### src/rtl/hacl_pkg.sv
package hacl_pkg;

    // Controller states; the order carries no meaning beyond the encoding.
    typedef enum logic [1:0] {
        ST_WAIT = 2'd0,
        ST_PASS = 2'd1,
        ST_TEST = 2'd2,
        ST_DONE = 2'd3
    } hacl_state_e;

endpackage

### src/rtl/hacl_ha_row.sv
// One row of half-adders: bitwise sum and carry word moved up one place.
module hacl_ha_row #(
    parameter int W = 17
) (
    input  logic [W-1:0] x_i,
    input  logic [W-1:0] y_i,
    output logic [W-1:0] s_o,
    output logic [W-1:0] c_o
);

    assign c_o[0] = 1'b0;

    for (genvar i = 0; i < W; i++) begin : g_ha
        assign s_o[i] = x_i[i] ^ y_i[i];
        if (i < W - 1) begin : g_carry
            assign c_o[i+1] = x_i[i] & y_i[i];
        end
    end

endmodule

### src/rtl/hacl_datapath.sv
// Working word pair held in enabled registers, fed back through the row.
module hacl_datapath #(
    parameter int WIDTH = 16
) (
    input  logic             clk_i,
    input  logic             rst_i,
    input  logic             load_i,
    input  logic             step_i,
    input  logic [WIDTH-1:0] op_a_i,
    input  logic [WIDTH-1:0] op_b_i,
    output logic [WIDTH:0]   a_o,
    output logic [WIDTH:0]   b_o,
    output logic             b_zero_o
);

    localparam int RW = WIDTH + 1;

    typedef struct packed {
        logic [RW-1:0] a;
        logic [RW-1:0] b;
    } pair_t;

    pair_t         pair_d, pair_q;
    logic [RW-1:0] row_s, row_c;

    hacl_ha_row #(.W(RW)) u_row (
        .x_i (pair_q.a),
        .y_i (pair_q.b),
        .s_o (row_s),
        .c_o (row_c)
    );

    always_comb begin
        pair_d = pair_q;
        if (load_i) begin
            pair_d.a = {1'b0, op_a_i};
            pair_d.b = {1'b0, op_b_i};
        end else if (step_i) begin
            pair_d.a = row_s;
            pair_d.b = row_c;
        end
    end

    always_ff @(posedge clk_i) begin
        if (rst_i) pair_q <= '0;
        else       pair_q <= pair_d;
    end

    assign a_o      = pair_q.a;
    assign b_o      = pair_q.b;
    assign b_zero_o = (pair_q.b == '0);

endmodule

### src/rtl/hacl_ctrl.sv
// Four-state sequencer with a pass counter.
module hacl_ctrl
    import hacl_pkg::*;
#(
    parameter int CNTW = 5
) (
    input  logic            clk_i,
    input  logic            rst_i,
    input  logic            start_i,
    input  logic            b_zero_i,
    output logic            load_o,
    output logic            step_o,
    output logic            done_o,
    output hacl_state_e     state_o,
    output logic [CNTW-1:0] count_o
);

    typedef struct packed {
        hacl_state_e     st;
        logic [CNTW-1:0] cnt;
    } ctl_t;

    ctl_t ctl_d, ctl_q;

    always_comb begin
        ctl_d  = ctl_q;
        load_o = 1'b0;
        step_o = 1'b0;
        case (ctl_q.st)
            ST_WAIT: begin
                if (start_i) begin
                    load_o    = 1'b1;
                    ctl_d.cnt = '0;
                    ctl_d.st  = ST_TEST;
                end
            end
            ST_TEST: ctl_d.st = b_zero_i ? ST_DONE : ST_PASS;
            ST_PASS: begin
                step_o    = 1'b1;
                ctl_d.cnt = ctl_q.cnt + CNTW'(1);
                ctl_d.st  = ST_TEST;
            end
            ST_DONE: ctl_d.st = ST_WAIT;
            default: ctl_d.st = ST_WAIT;
        endcase
    end

    always_ff @(posedge clk_i) begin
        if (rst_i) ctl_q <= '{st: ST_WAIT, cnt: '0};
        else       ctl_q <= ctl_d;
    end

    assign done_o  = (ctl_q.st == ST_DONE);
    assign state_o = ctl_q.st;
    assign count_o = ctl_q.cnt;

endmodule

### src/rtl/hacl_adder.sv
// Top: iterative half-adder adder with start/done handshake.
module hacl_adder
    import hacl_pkg::*;
#(
    parameter int WIDTH = 16,
    localparam int RW   = WIDTH + 1,
    localparam int CNTW = $clog2(RW + 1)
) (
    input  logic            clk_i,
    input  logic            rst_i,
    input  logic            start_i,
    input  logic [WIDTH-1:0] op_a_i,
    input  logic [WIDTH-1:0] op_b_i,
    output logic            done_o,
    output logic [RW-1:0]   sum_o,
    output logic [CNTW-1:0] iter_o
);

    logic          load, step, b_zero;
    logic [RW-1:0] acc_a, acc_b;
    hacl_state_e   state_q;

    hacl_ctrl #(.CNTW(CNTW)) u_ctrl (
        .clk_i    (clk_i),
        .rst_i    (rst_i),
        .start_i  (start_i),
        .b_zero_i (b_zero),
        .load_o   (load),
        .step_o   (step),
        .done_o   (done_o),
        .state_o  (state_q),
        .count_o  (iter_o)
    );

    hacl_datapath #(.WIDTH(WIDTH)) u_dp (
        .clk_i    (clk_i),
        .rst_i    (rst_i),
        .load_i   (load),
        .step_i   (step),
        .op_a_i   (op_a_i),
        .op_b_i   (op_b_i),
        .a_o      (acc_a),
        .b_o      (acc_b),
        .b_zero_o (b_zero)
    );

    assign sum_o = acc_a;

endmodule

### config.mk
export PLATFORM = sky130hd
export DESIGN_NAME = hacl_adder
export DESIGN_NICKNAME = d
export VERILOG_FILES = /design/src/rtl/hacl_pkg.sv /design/src/rtl/hacl_ha_row.sv /design/src/rtl/hacl_datapath.sv /design/src/rtl/hacl_ctrl.sv /design/src/rtl/hacl_adder.sv
export SDC_FILE = /design/constraint.sdc
export NUM_CORES = 1
export LEC_CHECK = 0
export BUFFER_PORTS_ARGS = -buffer_cell sky130_fd_sc_hd__buf_2
export CAP_MARGIN = 10
export CORE_ASPECT_RATIO = 1.2
export CORE_UTILIZATION = 45
export CTS_CLUSTER_SIZE = 25
export DETAILED_ROUTE_END_ITERATION = 7
export PLACE_DENSITY = 0.7
export SYNTH_ARGS = -nofsm -noshare
export SYNTH_HDL_FRONTEND = slang
export SYNTH_SLANG_ARGS = --single-unit
### constraint.sdc
create_clock -name clk_i -period 1.4 [get_ports clk_i]
set_input_delay 0.07 -clock clk_i [delete_from_list [all_inputs] [get_ports clk_i]]
set_output_delay 0.07 -clock clk_i [all_outputs]
set_load 0.02 [all_outputs]
# == Yosys cells after proc, flatten, opt, wreduce, memory -nomap -nowiden ==
# Cells that the tools add are included.
# word_totals
regBits,41
latch_bits,0
ram_bits,0
rom_bits,0
out_inout_bits,23
word_cells,59
memories,0
# classes
addsub,1
n_mul,0
div_mod_pow,0
magnitude_cmp,0
n_eq_ne,4
shift,0
n_mux,9
bitwise,33
n_reduce_logical,6
# ops
operator,n
33-bit 2-to-1 mux,2
17-bit zero test,1
1-bit bitwise XOR,17
1-bit bitwise AND,16
5-bit one-hot mux with 2 select lines,1
2-bit one-hot mux with 4 select lines,1
7-bit 2-to-1 mux,1
5-bit by 1-bit adder with 5-bit output (second input constant),1
2-bit == test (second input constant),2
2-bit nonzero test,2
1-bit 2-to-1 mux,3
2-bit by 1-bit == test with 1-bit output (second input constant),1
2-bit zero test,1
2-bit 2-to-1 mux,1
2-bit != test (second input constant),1
2-bit AND reduction,1
2-bit OR reduction,1

# == Longest topological paths before layout ==
# Gate-level depths: netlist (run 1).
# logic_depth
word_depth,4
depth_mapped,5

# == Modules after synthesis ==
# From an unflattened synthesis (run 1), not the netlist that was laid out.
# hier_totals
cells_unflattened,205
area_unflattened_um2,2318.5
# modules_own_cells
module,n_inst,cells_per_inst,area_per_inst_um2,seq_area_each_um2
hacl_datapath,1,152,1765.4,680.7
hacl_ctrl,1,34,332.8,140.1
hacl_ha_row,1,19,220.2,0.0

# == Worst setup path after synthesis (run 1) ==
# No wires, ideal clock.
# synth_path
path_kind,reg2reg
startpoint,"register u_ctrl.ctl_q, in the netlist u_ctrl.count_o[0]"
endpoint,"register u_ctrl.ctl_q, in the netlist u_ctrl.count_o[4]"
setup_time_ns,0.074
t_arrival_ns,1.229
t_required_ns,1.326
setup_slack_ns,0.096
path_stages_with_launch,5
n_path_buf,0
period_less_slack_ns,1.304
path_cell_list,dfxtp_1 > ha_1 > nand3_1 > or3_1 > a31oi_1
# synth_via
elab_chain_len,2
# synth_lines
element,line_no,source
from (decl),hacl_ctrl.sv:23,"ctl_t ctl_d, ctl_q;"
from (signal assigned),hacl_ctrl.sv:49,"if (rst_i) ctl_q <= '{st: ST_WAIT, cnt: '0};"
from (signal assigned),hacl_ctrl.sv:50,else ctl_q <= ctl_d;
5-bit by 1-bit adder with 5-bit output,hacl_ctrl.sv:40,ctl_d.cnt = ctl_q.cnt + CNTW'(1);
5-bit one-hot mux with 2 select lines,hacl_ctrl.sv:29,case (ctl_q.st)
# Every way passes these cells.
# A chain may end at the register's enable or synchronous reset.

# == Worst setup path in the final report (run 1) ==
# layout_path
startpoint,"register u_ctrl.ctl_q, in the netlist u_ctrl.state_o[1]"
endpoint,"register u_dp.pair_q, in the netlist u_dp.a_o[5]"
# layout_via
elab_chain_len,3
word_cells_on_any_way,6
cone_classes,1 x eq/ne; 3 x mux; 2 x reduce/logical
# layout_lines
element,line_no,source
2-bit by 1-bit == test with 1-bit output / 2-bit zero test (equally long branches),hacl_ctrl.sv:29,
1-bit 2-to-1 mux,hacl_ctrl.sv:29,
2-bit nonzero test (no line) / 33-bit 2-to-1 mux (equally long branches),-,
to (signal assigned),hacl_datapath.sv:46,else pair_q <= pair_d;
to (decl),hacl_datapath.sv:23,"pair_t pair_d, pair_q;"
# Several ways; a longest one is shown, not always the timed one.

==> metrics.md, run 1 <==
| Metric | Value |
|---|---|
| Status | complete, no violations |
| Unrepaired setup endpoints after global routing | false |
| M1 WL | ~1.9 mm |
| Critical path type | reg2reg |
| HPWL after DPL | 3.32 mm |
| Worst Max-Slew Pin Slew | between 0.3 and 0.4 ns |
| Post-Syn Area | 2070 um2 |
| Ys flop type | dfxtp_1 |
| Top-area cell type share of the netlist area | 0.396 |
| CTS resizes | 0 |
| Clk Latency, worst-skew pair | ~0.30 ns |
| GR Util All Layers | 0.198 |
| Met2 wire len | 2.35 mm |
| Post-place instance area | 2430 um2 |
| DR pass1 iterations | 4 |
| Max VDD drop | just over 600 uV |
| Post-CTS setup repair buffer count | 0 |
| Async SR Flop Fraction | 0 |
| CTS Buffer Depth | 2 |
| Distinct cells, synth | 31 |
| # fillers | between 400 and 500 |
| Fin crit period | between 1 and 1.5 ns |
| Worst-path maximum fanout | 19 |
| Die width | 64.0 um |
| F_max | 754 MHz |
| CP startpoint kind | register |
| CTS Buf Count | 5 |
| Drt total wl | 4.45 mm |
| Seq/Total Area, Yosys | 0.396 |
| Slew Limit Fails | 0 |
| Most area-consuming cells after synthesis | dfxtp_1, a22oi_2, ha_1, a21oi_2, nand2_1 |
| Synth-to-layout area growth | 21.5% |
| IO Port Bufs | 57 |
| Cells after Synth | 210 |
| Remaining Overflow, GRT | 0 |
| Drt drc | 0 |
| Starting Density | 0.479 |
| Vias in the first global route | 1697 |
| Worst Hold Class | in2reg |
| Most frequent cells after synthesis | dfxtp_1, nand2_1 |
| CP required | 1.62 ns |
| Routed vias | 1735 |
| Period utilisation layout | 0.947 |
| Antenna cells | 0 |
| Global-route wire length before repair | 7.48 mm |
| Final Hold Viols | 0 |
| Largest net degree at the start of global routing | 20 |
| Post-route ant nets | 0 |
| Flops & latches, synth | 41 |
| TritonCTS Sinks | 41 |
| CTS tree | done |
| Worst Skew | 0.00956 ns |
| Core area | approximately 4300 um2 |
| Gp weighted congestion | 0.756 |
| Die area | 4880 um2 |
| Slew HR | 0.751 |
| Site Rows | 26 |
| Root Buffer | clkbuf_8 |
| H-tree levels | 2 |
| Die height | 76.4 um |
| Syn avg cell area | between 9 and 10 um2 |
| Clock transition at path regs | 0.09 ns |
| Post-synth EDFFs | 0 |
| Worst EP arrival | 1.55 ns |
| Layout cells sized above 1 | 0.426 |
| Met3 wire len | 166 um |
| PwrDens | 1050 nW/um2 |
| Wirelength per Cell | 13.7 um |
| Leakage power | around 1.1 nW |
| Antenna violations before repair | 0 |
| Design Area, Final | 2520 um2 |
| Synthesized netlist net count | 262 |
| Max-cap viol count | 0 |
| I/O pins | 58 |
| Hold_buf cts | 0 |
| Final setup fails | 0 |
| Initial drt markers | 51 |
| Top Layer Used | met4 |
| Nets | 321 |
| Setup crit end kind | register |
| Count leader, synth | dfxtp_1 |
| Post-Route Setup TNS | 0 ns |
| Ys Warns | 0 |
| Vias/cell | 5.32 |
| Largest area contributor in the netlist | dfxtp_1 |
==> metrics by stage <==
stage           util  total power [mW]  instances  worst slack, ns  hold slack [ns]
2_1_floorplan      -              1.71        210           0.0965            0.206
3_3_place_gp   0.562              1.89        318            0.139            0.335
3_5_place_dp   0.562              1.90        318           0.0625            0.344
4_1_cts        0.582              2.66        326           0.0133           0.0317
5_1_grt        0.582              2.78        326          0.00232           0.0297
6_report       0.582              2.64        326           0.0738           0.0305
==> final timing paths <==
path,start,end,slack [ns],depth (start not counted)
setup / recovery,u_ctrl.state_o[1]$_SDFFE_PP0P_,u_dp.a_o[5]$_SDFFE_PP0P_,0.07,4
hold / removal,op_b_i[0],u_dp.b_o[0]$_SDFFE_PP0P_,0.03,3
setup reg to reg,u_ctrl.state_o[1]$_SDFFE_PP0P_,u_dp.a_o[5]$_SDFFE_PP0P_,0.07,4
hold reg to reg,u_dp.a_o[0]$_SDFFE_PP0P_,u_dp.a_o[0]$_SDFFE_PP0P_,0.48,2
==> routing by layer <==
| layer | track usage | up-vias |
|---|---|---|
| met5 | 0 | - |
| met4 | 0.0750 | 0 |
| met3 | 0.0554 | 7 |
| met2 | 0.350 | 33 |
| met1 | 0.221 | 812 |
| li1 | - | 883 |
==> area by class of cell <==
cell class / count / area [um2] / area share
flip-flops and latches: 41 / 822 / 0.326
multi-input cells: 153 / 1150 / 0.456
repair buffers: 68 / 393 / 0.156
well taps: 56 / 70.1 / 0.0278
clock buffers: 5 / 68.8 / 0.0273
clock inverters: 3 / 17.5 / 0.00695
==> cells by family (layout without fill, tap and decap cells) <==
family / count (synthesis) / after routing / share of synthesized area
adder cells (fa/ha/maj): 17 / 17 / 0.103
buffers and inverters: 16 / 76 / 0.0543
flip-flops: 41 / 41 / 0.396
AND/OR/NAND/NOR: 63 / 63 / 0.147
multiplexers: 2 / 2 / 0.00966
AO/OA/AOI/OAI: 70 / 70 / 0.287
XOR/XNOR: 1 / 1 / 0.00423
==> sequential cells by signal (all words and copies together) (netlist names) <==
signal          count
u_dp.a_o           17
u_ctrl.count_o      5
u_dp.b_o           17
u_ctrl.state_o      2
==> critical path, cell delays in order, from the launching register on <==
cell and delay (ns):
dfxtp_1 0.55, o21bai_4 0.27, buf_12 0.20, nand2_1 0.07
a21oi_1 0.16
==> power breakdown <==
part | internal [mW] | switching, mW | total [mW]
Clock | 0.344 | 0.424 | 0.769
Sequential | 1.24 | 0.0728 | 1.31
Combinational | 0.253 | 0.301 | 0.555
==> layout by cell type, fill, tap and decap left out, types with 2 or more instances in the layout <==
cell	synthesis	layout
buf_2	3	57
dfxtp_1	41	40
nand2_1	37	37
a22oi_2	17	17
a21oi_2	17	17
a21oi_1	17	17
ha_1	17	17
a22oi_1	14	14
buf_4	3	9
nand3_1	6	6
clkbuf_8	0	5
nor3_1	3	3
nor4_1	3	3
mux2i_1	2	2
or3_1	2	2
a31oi_1	2	2
nor3b_1	2	2
nor2_1	2	2
clkinv_2	0	2
buf_12	0	2
(Power assumes the default switching activity.)
==> run 2, diff against run 1 <==
--- a/config.mk
+++ b/config.mk
@@ -8,10 +8,10 @@
 export BUFFER_PORTS_ARGS = -buffer_cell sky130_fd_sc_hd__buf_2
 export CAP_MARGIN = 10
 export CORE_ASPECT_RATIO = 1.2
-export CORE_UTILIZATION = 45
+export CORE_UTILIZATION = 35
 export CTS_CLUSTER_SIZE = 25
 export DETAILED_ROUTE_END_ITERATION = 7
-export PLACE_DENSITY = 0.7
+export PLACE_DENSITY = 0.61
 export SYNTH_ARGS = -nofsm -noshare
 export SYNTH_HDL_FRONTEND = slang
 export SYNTH_SLANG_ARGS = --single-unit
==> run 2 against run 1 <==
Sequential share of layout area is 0.47 points lower. Sequential power hardly changed. Clock power is 3.6% lower. Hold slack better by 0.016 ns. Register-to-register slack better by 0.03 ns. Via count hardly changed. Final cell count is 6.7% higher. Die area is 28% higher. Utilization is 13 points lower. Count of clock-buffer cells in the layout is 3 higher. Critical path type unchanged.
==> metrics.md, run 2 (same netlist as run 1, synthesis figures left out) <==
| Metric | Value |
|---|---|
| Status | complete, no violations (unchanged) |
| Drt total wl | 4.62 mm (was 4.45 mm) |
| Antenna violations before repair | 0 (unchanged) |
| Met2 Usage GRT | 0.255 (was 0.350) |
| Worst EP arrival | 1.52 ns (was 1.55 ns) |
| Vias in the first global route | 1613 (was 1697) |
| Final Hold Viols | 0 (unchanged) |
| Slew HR | 0.750 (was 0.751) |
| Routed vias | 1736 (was 1735) |
| GR Util All Layers | 0.160 (was 0.198) |
| CTS resizes | 0 (unchanged) |
| Most frequent cells in the layout | buf_2, dfxtp_1, nand2_1 (unchanged) |
| IO Port Bufs | 57 (unchanged) |
| Met1 usage | 0.211 (was 0.221) |
| Post-CTS setup repair buffer count | 0 (unchanged) |
| CP startpoint kind | register (unchanged) |
| Die width | 72.3 um (was 64.0 um) |
| Max VDD drop | 604 uV (was 618 uV) |
| Nets | 319 (was 321) |
| Gp weighted congestion | 0.720 (was 0.756) |
| Post-route ant nets | 0 (unchanged) |
| Vias/cell | 4.99 (was 5.32) |
| F_max | 773 MHz (was 754 MHz) |
| Starting Density | 0.366 (was 0.479) |
| Core area | 5670 um2 (was 4330 um2) |
| H-tree levels | 2 (unchanged) |
| Die area | 6240 um2 (was 4880 um2) |
| Slew Limit Fails | 0 (unchanged) |
| Setup crit end kind | register (unchanged) |
| Clk Latency, worst-skew pair | 0.28 ns (was 0.30 ns) |
| Busiest grt layer | met2 (unchanged) |
| Remaining Overflow, GRT | 0 (unchanged) |
| Hold WS | 0.0460 ns (was 0.0305 ns) |
| HPWL after DPL | 3.35 mm (was 3.32 mm) |
| PwrDens | 1030 nW/um2 (was 1050 nW/um2) |
| Drt drc | 0 (unchanged) |
| Worst Hold Class | in2reg (unchanged) |
| Clock transition at path regs | 0.08 ns (was 0.09 ns) |
| Worst-path maximum fanout | 11 (was 19) |
| Critical path type | reg2reg (unchanged) |
| Worst Max-Slew Pin Slew | 0.375 ns (was 0.374 ns) |
| Final setup fails | 0 (unchanged) |
| Fin crit period | 1.29 ns (was 1.33 ns) |
| TritonCTS Sinks | 41 (unchanged) |
| CTS Buf Count | 5 (unchanged) |
| Leakage power | 1.05 nW (about the same) |
| Unrepaired setup endpoints after global routing | false (unchanged) |
| CTS Buffer Depth | 2 (unchanged) |
| Root Buffer | clkbuf_8 (unchanged) |
| Commonest non-fill, non-tap cell in the layout | buf_2 (unchanged) |
| Hold_buf cts | 0 (unchanged) |
| Global-route wire length before repair | 7.74 mm (was 7.48 mm) |
| Max-cap viol count | 0 (unchanged) |
| Worst Skew | 0.00237 ns (was 0.00956 ns) |
| Antenna cells | 0 (unchanged) |
| Synth-to-layout area growth | 23.1% (was 21.5%) |
| Wirelength per Cell | 13.3 um (was 13.7 um) |
| DR pass1 iterations | 4 (unchanged) |
| CP required | 1.62 ns (about the same) |
| # fillers | 556 (was 408) |
| I/O pins | 58 (unchanged) |
| Initial drt markers | 54 (was 51) |
| Setup slack after layout | 0.106 ns (was 0.0738 ns) |
| Period utilisation layout | 0.924 (was 0.947) |
| Layout cells sized above 1 | 0.407 (was 0.426) |
| Largest net degree at the start of global routing | 24 (was 20) |
| Worst slack at placement | 0.136 ns (was 0.0625 ns) |
| Site Rows | 30 (was 26) |
| Die height | 86.3 um (was 76.4 um) |
| Met3 global-route usage | 0.0337 (was 0.0554) |
| Post-Route Setup TNS | 0 ns (unchanged) |
| CTS tree | done (unchanged) |
-- run 2: cell types whose count changed in the layout (fill, tap and decap cells not counted), sizes merged --
cell,previous run,this run
buf,68,66
clkbuf,5,8
clkinv,2,0
clkinvlp,1,0
-- run 2: power breakdown --
part / switching [mW] / total [mW] / internal [mW]
logic: 0.307 / 0.566 / 0.259
registers: 0.0713 / 1.31 / 1.24
clock network: 0.386 / 0.741 / 0.355
total: 0.764 / 2.62 / 1.85
-- run 2: final timing paths --
| check | endpoint | startpoint | depth (start not counted) | slack (ns) |
|---|---|---|---|---|
| max reg2reg | u_dp.b_o[12]$_SDFFE_PP0P_ | u_ctrl.state_o[1]$_SDFFE_PP0P_ | 4 | 0.11 |
| min | u_dp.b_o[0]$_SDFFE_PP0P_ | op_b_i[0] | 3 | 0.05 |
| min reg2reg | u_dp.a_o[1]$_SDFFE_PP0P_ | u_dp.a_o[1]$_SDFFE_PP0P_ | 2 | 0.48 |
| max | u_dp.b_o[12]$_SDFFE_PP0P_ | u_ctrl.state_o[1]$_SDFFE_PP0P_ | 4 | 0.11 |
-- run 2: area by class of cell --
class | instances | area [um2] | area share
multi-input combinational | 153 | 1150 | 0.450
sequential | 41 | 821 | 0.322
timing repair buffer | 66 | 403 | 0.158
tap | 80 | 100 | 0.0392
clock buffer | 8 | 80.1 | 0.0314
-- run 2: per-layer routing --
metal / share of wire / wire [um]
met2: 0.48 / 2200
met5: 0 / 0
met1: 0.47 / 2170
met3: 0.039 / 178
met4: 0.013 / 61
-- run 2: metrics by stage --
stage,cells,power [mW],instance area (um2),utilization
after floorplan,210,1.71,2070,-
after global placement,340,1.91,2470,0.436
after detailed placement,340,1.91,2470,0.436
after CTS,348,2.66,2550,0.450
after global routing,348,2.78,2550,0.450
final,348,2.62,2550,0.450
-- run 2: worst max-delay path: stages, from the launching register on --
cell and delay (ns):
dfxtp_1 0.42, nor3b_4 0.31, buf_4 0.26, a22oi_1 0.11, a21oi_1 0.12
==> run 3, diff against run 2 <==
--- a/config.mk
+++ b/config.mk
@@ -6,12 +6,11 @@
 export NUM_CORES = 1
 export LEC_CHECK = 0
 export BUFFER_PORTS_ARGS = -buffer_cell sky130_fd_sc_hd__buf_2
-export CAP_MARGIN = 10
 export CORE_ASPECT_RATIO = 1.2
 export CORE_UTILIZATION = 35
 export CTS_CLUSTER_SIZE = 25
 export DETAILED_ROUTE_END_ITERATION = 7
-export PLACE_DENSITY = 0.61
+export SLEW_MARGIN = 10
 export SYNTH_ARGS = -nofsm -noshare
 export SYNTH_HDL_FRONTEND = slang
 export SYNTH_SLANG_ARGS = --single-unit
==> run 3 against run 2 <==
Utilization is 0.066 points higher. Global-route usage is 0.077 points lower. Hold slack worse by 0.026 ns. Count of clock-buffer cells in the layout is 1 lower. Maximum frequency is 0.76% lower. Largest cell class unchanged.
==> metrics.md, run 3 (same netlist as run 1, synthesis figures left out) <==
| Metric | Value |
|---|---|
| GR Util All Layers | 0.159 (was 0.160) |
| Die width | 72.3 um (unchanged) |
| Nets | 322 (was 319) |
| Remaining Overflow, GRT | 0 (unchanged) |
| Status | complete, no violations (unchanged) |
| Largest net degree at the start of global routing | 28 (was 24) |
| Gp weighted congestion | 0.703 (was 0.720) |
| CP required | 1.33 ns (was 1.62 ns) |
| TritonCTS Sinks | 41 (unchanged) |
| Drt total wl | 4.71 mm (was 4.62 mm) |
| Critical path, cell by cell | buf_4 -> and2_1 -> buf_2 (was nor3b_4 -> buf_4 -> a22oi_1 -> a21oi_1) |
| Final Hold Viols | 0 (unchanged) |
| Clk Latency, worst-skew pair | 0.29 ns (was 0.28 ns) |
| H-tree levels | 2 (unchanged) |
| Largest delay contributor family on the critical path | flip-flops (unchanged) |
| CTS Buffer Depth | 2 (unchanged) |
| Global-route wire length before repair | 7.65 mm (was 7.74 mm) |
| Slew HR | 0.674 (was 0.750) |
| Unrepaired setup endpoints after global routing | false (unchanged) |
| Drt drc | 0 (unchanged) |
| Worst Max-Slew Pin Slew | 0.489 ns (was 0.375 ns) |
| Leakage power | 1.06 nW (was 1.05 nW) |
| Antenna violations before repair | 0 (unchanged) |
| Final setup fails | 0 (unchanged) |
| Post-route ant nets | 0 (unchanged) |
| # fillers | 572 (was 556) |
| HPWL after DPL | 3.46 mm (was 3.35 mm) |
| Setup crit end kind | output port (was register) |
| CTS tree | done (unchanged) |
| Slowest cell on crit path | dfxtp_1 (unchanged) |
| Commonest non-fill, non-tap cell in the layout | buf_2 (unchanged) |
| Worst-path maximum fanout | 8 (was 11) |
| Post-Route Setup TNS | 0 ns (unchanged) |
| Final Power | 2.65 mW (was 2.62 mW) |
| Clock transition at path regs | 0.07 ns (was 0.08 ns) |
| Slew Limit Fails | 0 (unchanged) |
| Wirelength per Cell | 13.4 um (was 13.3 um) |
| Routed vias | 1731 (was 1736) |
| Vias/cell | 4.95 (was 4.99) |
| Synth-to-layout area growth | 23.2% (was 23.1%) |
| Most frequent cells in the layout | buf_2, dfxtp_1, nand2_1 (unchanged) |
| Worst Hold Class | in2reg (unchanged) |
| Critical path type | reg2out (was reg2reg) |
| Worst EP arrival | 1.23 ns (was 1.52 ns) |
| Worst slack at placement | 0.146 ns (was 0.136 ns) |
| Antenna cells | 0 (unchanged) |
| Fin crit period | 1.30 ns (was 1.29 ns) |
| PwrDens | 1040 nW/um2 (was 1030 nW/um2) |
| Buffers & Inverters on Critical Path | 2 (was 1) |
| Layout cells sized above 1 | 0.419 (was 0.407) |
| CP max stage delay | 0.49 ns (was 0.42 ns) |
| F_max | 767 MHz (was 773 MHz) |
| Vias in the first global route | 1628 (was 1613) |
| Core area | 5670 um2 (unchanged) |
| DR pass1 iterations | 4 (unchanged) |
| CTS resizes | 0 (unchanged) |
| IO Port Bufs | 57 (unchanged) |
| Die area | 6240 um2 (unchanged) |
| Max VDD drop | 483 uV (was 604 uV) |
| CTS Buf Count | 5 (unchanged) |
| Die height | 86.3 um (unchanged) |
| Worst Skew | 0.00340 ns (was 0.00237 ns) |
| Fin util | 0.451 (was 0.450) |
| Post-CTS setup repair buffer count | 0 (unchanged) |
| Max-cap viol count | 0 (unchanged) |
| CP startpoint kind | register (unchanged) |
| Initial drt markers | 85 (was 54) |
| Starting Density | 0.366 (unchanged) |
| Root Buffer | clkbuf_8 (unchanged) |
| I/O pins | 58 (unchanged) |
| Period utilisation layout | 0.931 (was 0.924) |
| Hold_buf cts | 0 (unchanged) |
| Site Rows | 30 (unchanged) |
| Setup slack after layout | 0.0960 ns (was 0.106 ns) |
## run 3: cell types whose count changed in the layout (fill, tap and decap cells not counted)
cell	previous run	this run
clkbuf_8	5	6
buf_12	4	2
buf_4	5	10
clkbuf_1	3	1
## run 3: worst paths after layout
| path | startpoint | end | slack, ns | depth (start not counted) |
|---|---|---|---|---|
| worst max-delay path | u_ctrl.state_o[0]$_SDFFE_PP0P_ | done_o | 0.1 | 3 |
| worst min-delay path | op_b_i[0] | u_dp.b_o[0]$_SDFFE_PP0P_ | 0.02 | 3 |
| worst max register to register | u_ctrl.state_o[0]$_SDFFE_PP0P_ | u_dp.b_o[12]$_SDFFE_PP0P_ | 0.14 | 4 |
| worst min register to register | u_dp.a_o[1]$_SDFFE_PP0P_ | u_dp.a_o[1]$_SDFFE_PP0P_ | 0.47 | 2 |
## run 3: metrics by stage
step | area, um2 | hold WS [ns] | instances
after floorplan | 2070 | 0.206 | 210
after global placement | 2470 | 0.335 | 343
after detailed placement | 2470 | 0.332 | 343
after CTS | 2550 | 0.0129 | 350
after global routing | 2550 | 0.0261 | 350
final | 2550 | 0.0204 | 350
## run 3: final cells by class
| class | instances | area (um2) | area share |
|---|---|---|---|
| clock buffers | 7 | 86.3 | 0.0338 |
| flip-flops and latches | 41 | 821 | 0.321 |
| repair buffers | 69 | 400 | 0.157 |
| multi-input cells | 153 | 1150 | 0.449 |
| well taps | 80 | 100 | 0.0392 |
## run 3: per-layer routing
layer	GRT usage	wire (um)	part of all wire	vias to the layer above
li1	-	-	-	882
met1	0.201	2120	0.45	807
met2	0.260	2310	0.49	35
met3	0.0395	194	0.041	7
met4	0.0588	76	0.016	0
met5	0	0	0	-
## run 3: tightest hold or removal path: cells and delay by family
family                 cells  cell delay, ns
buffers and inverters      1            0.10
AO/OA/AOI/OAI              1            0.05
AND/OR/NAND/NOR            1            0.05
## run 3: power breakdown
group / internal [mW] / switching, mW / leakage, nW
combinational: 0.253 / 0.307 / 0.679
clock: 0.391 / 0.386 / 0.0443
sequential: 1.24 / 0.0714 / 0.336
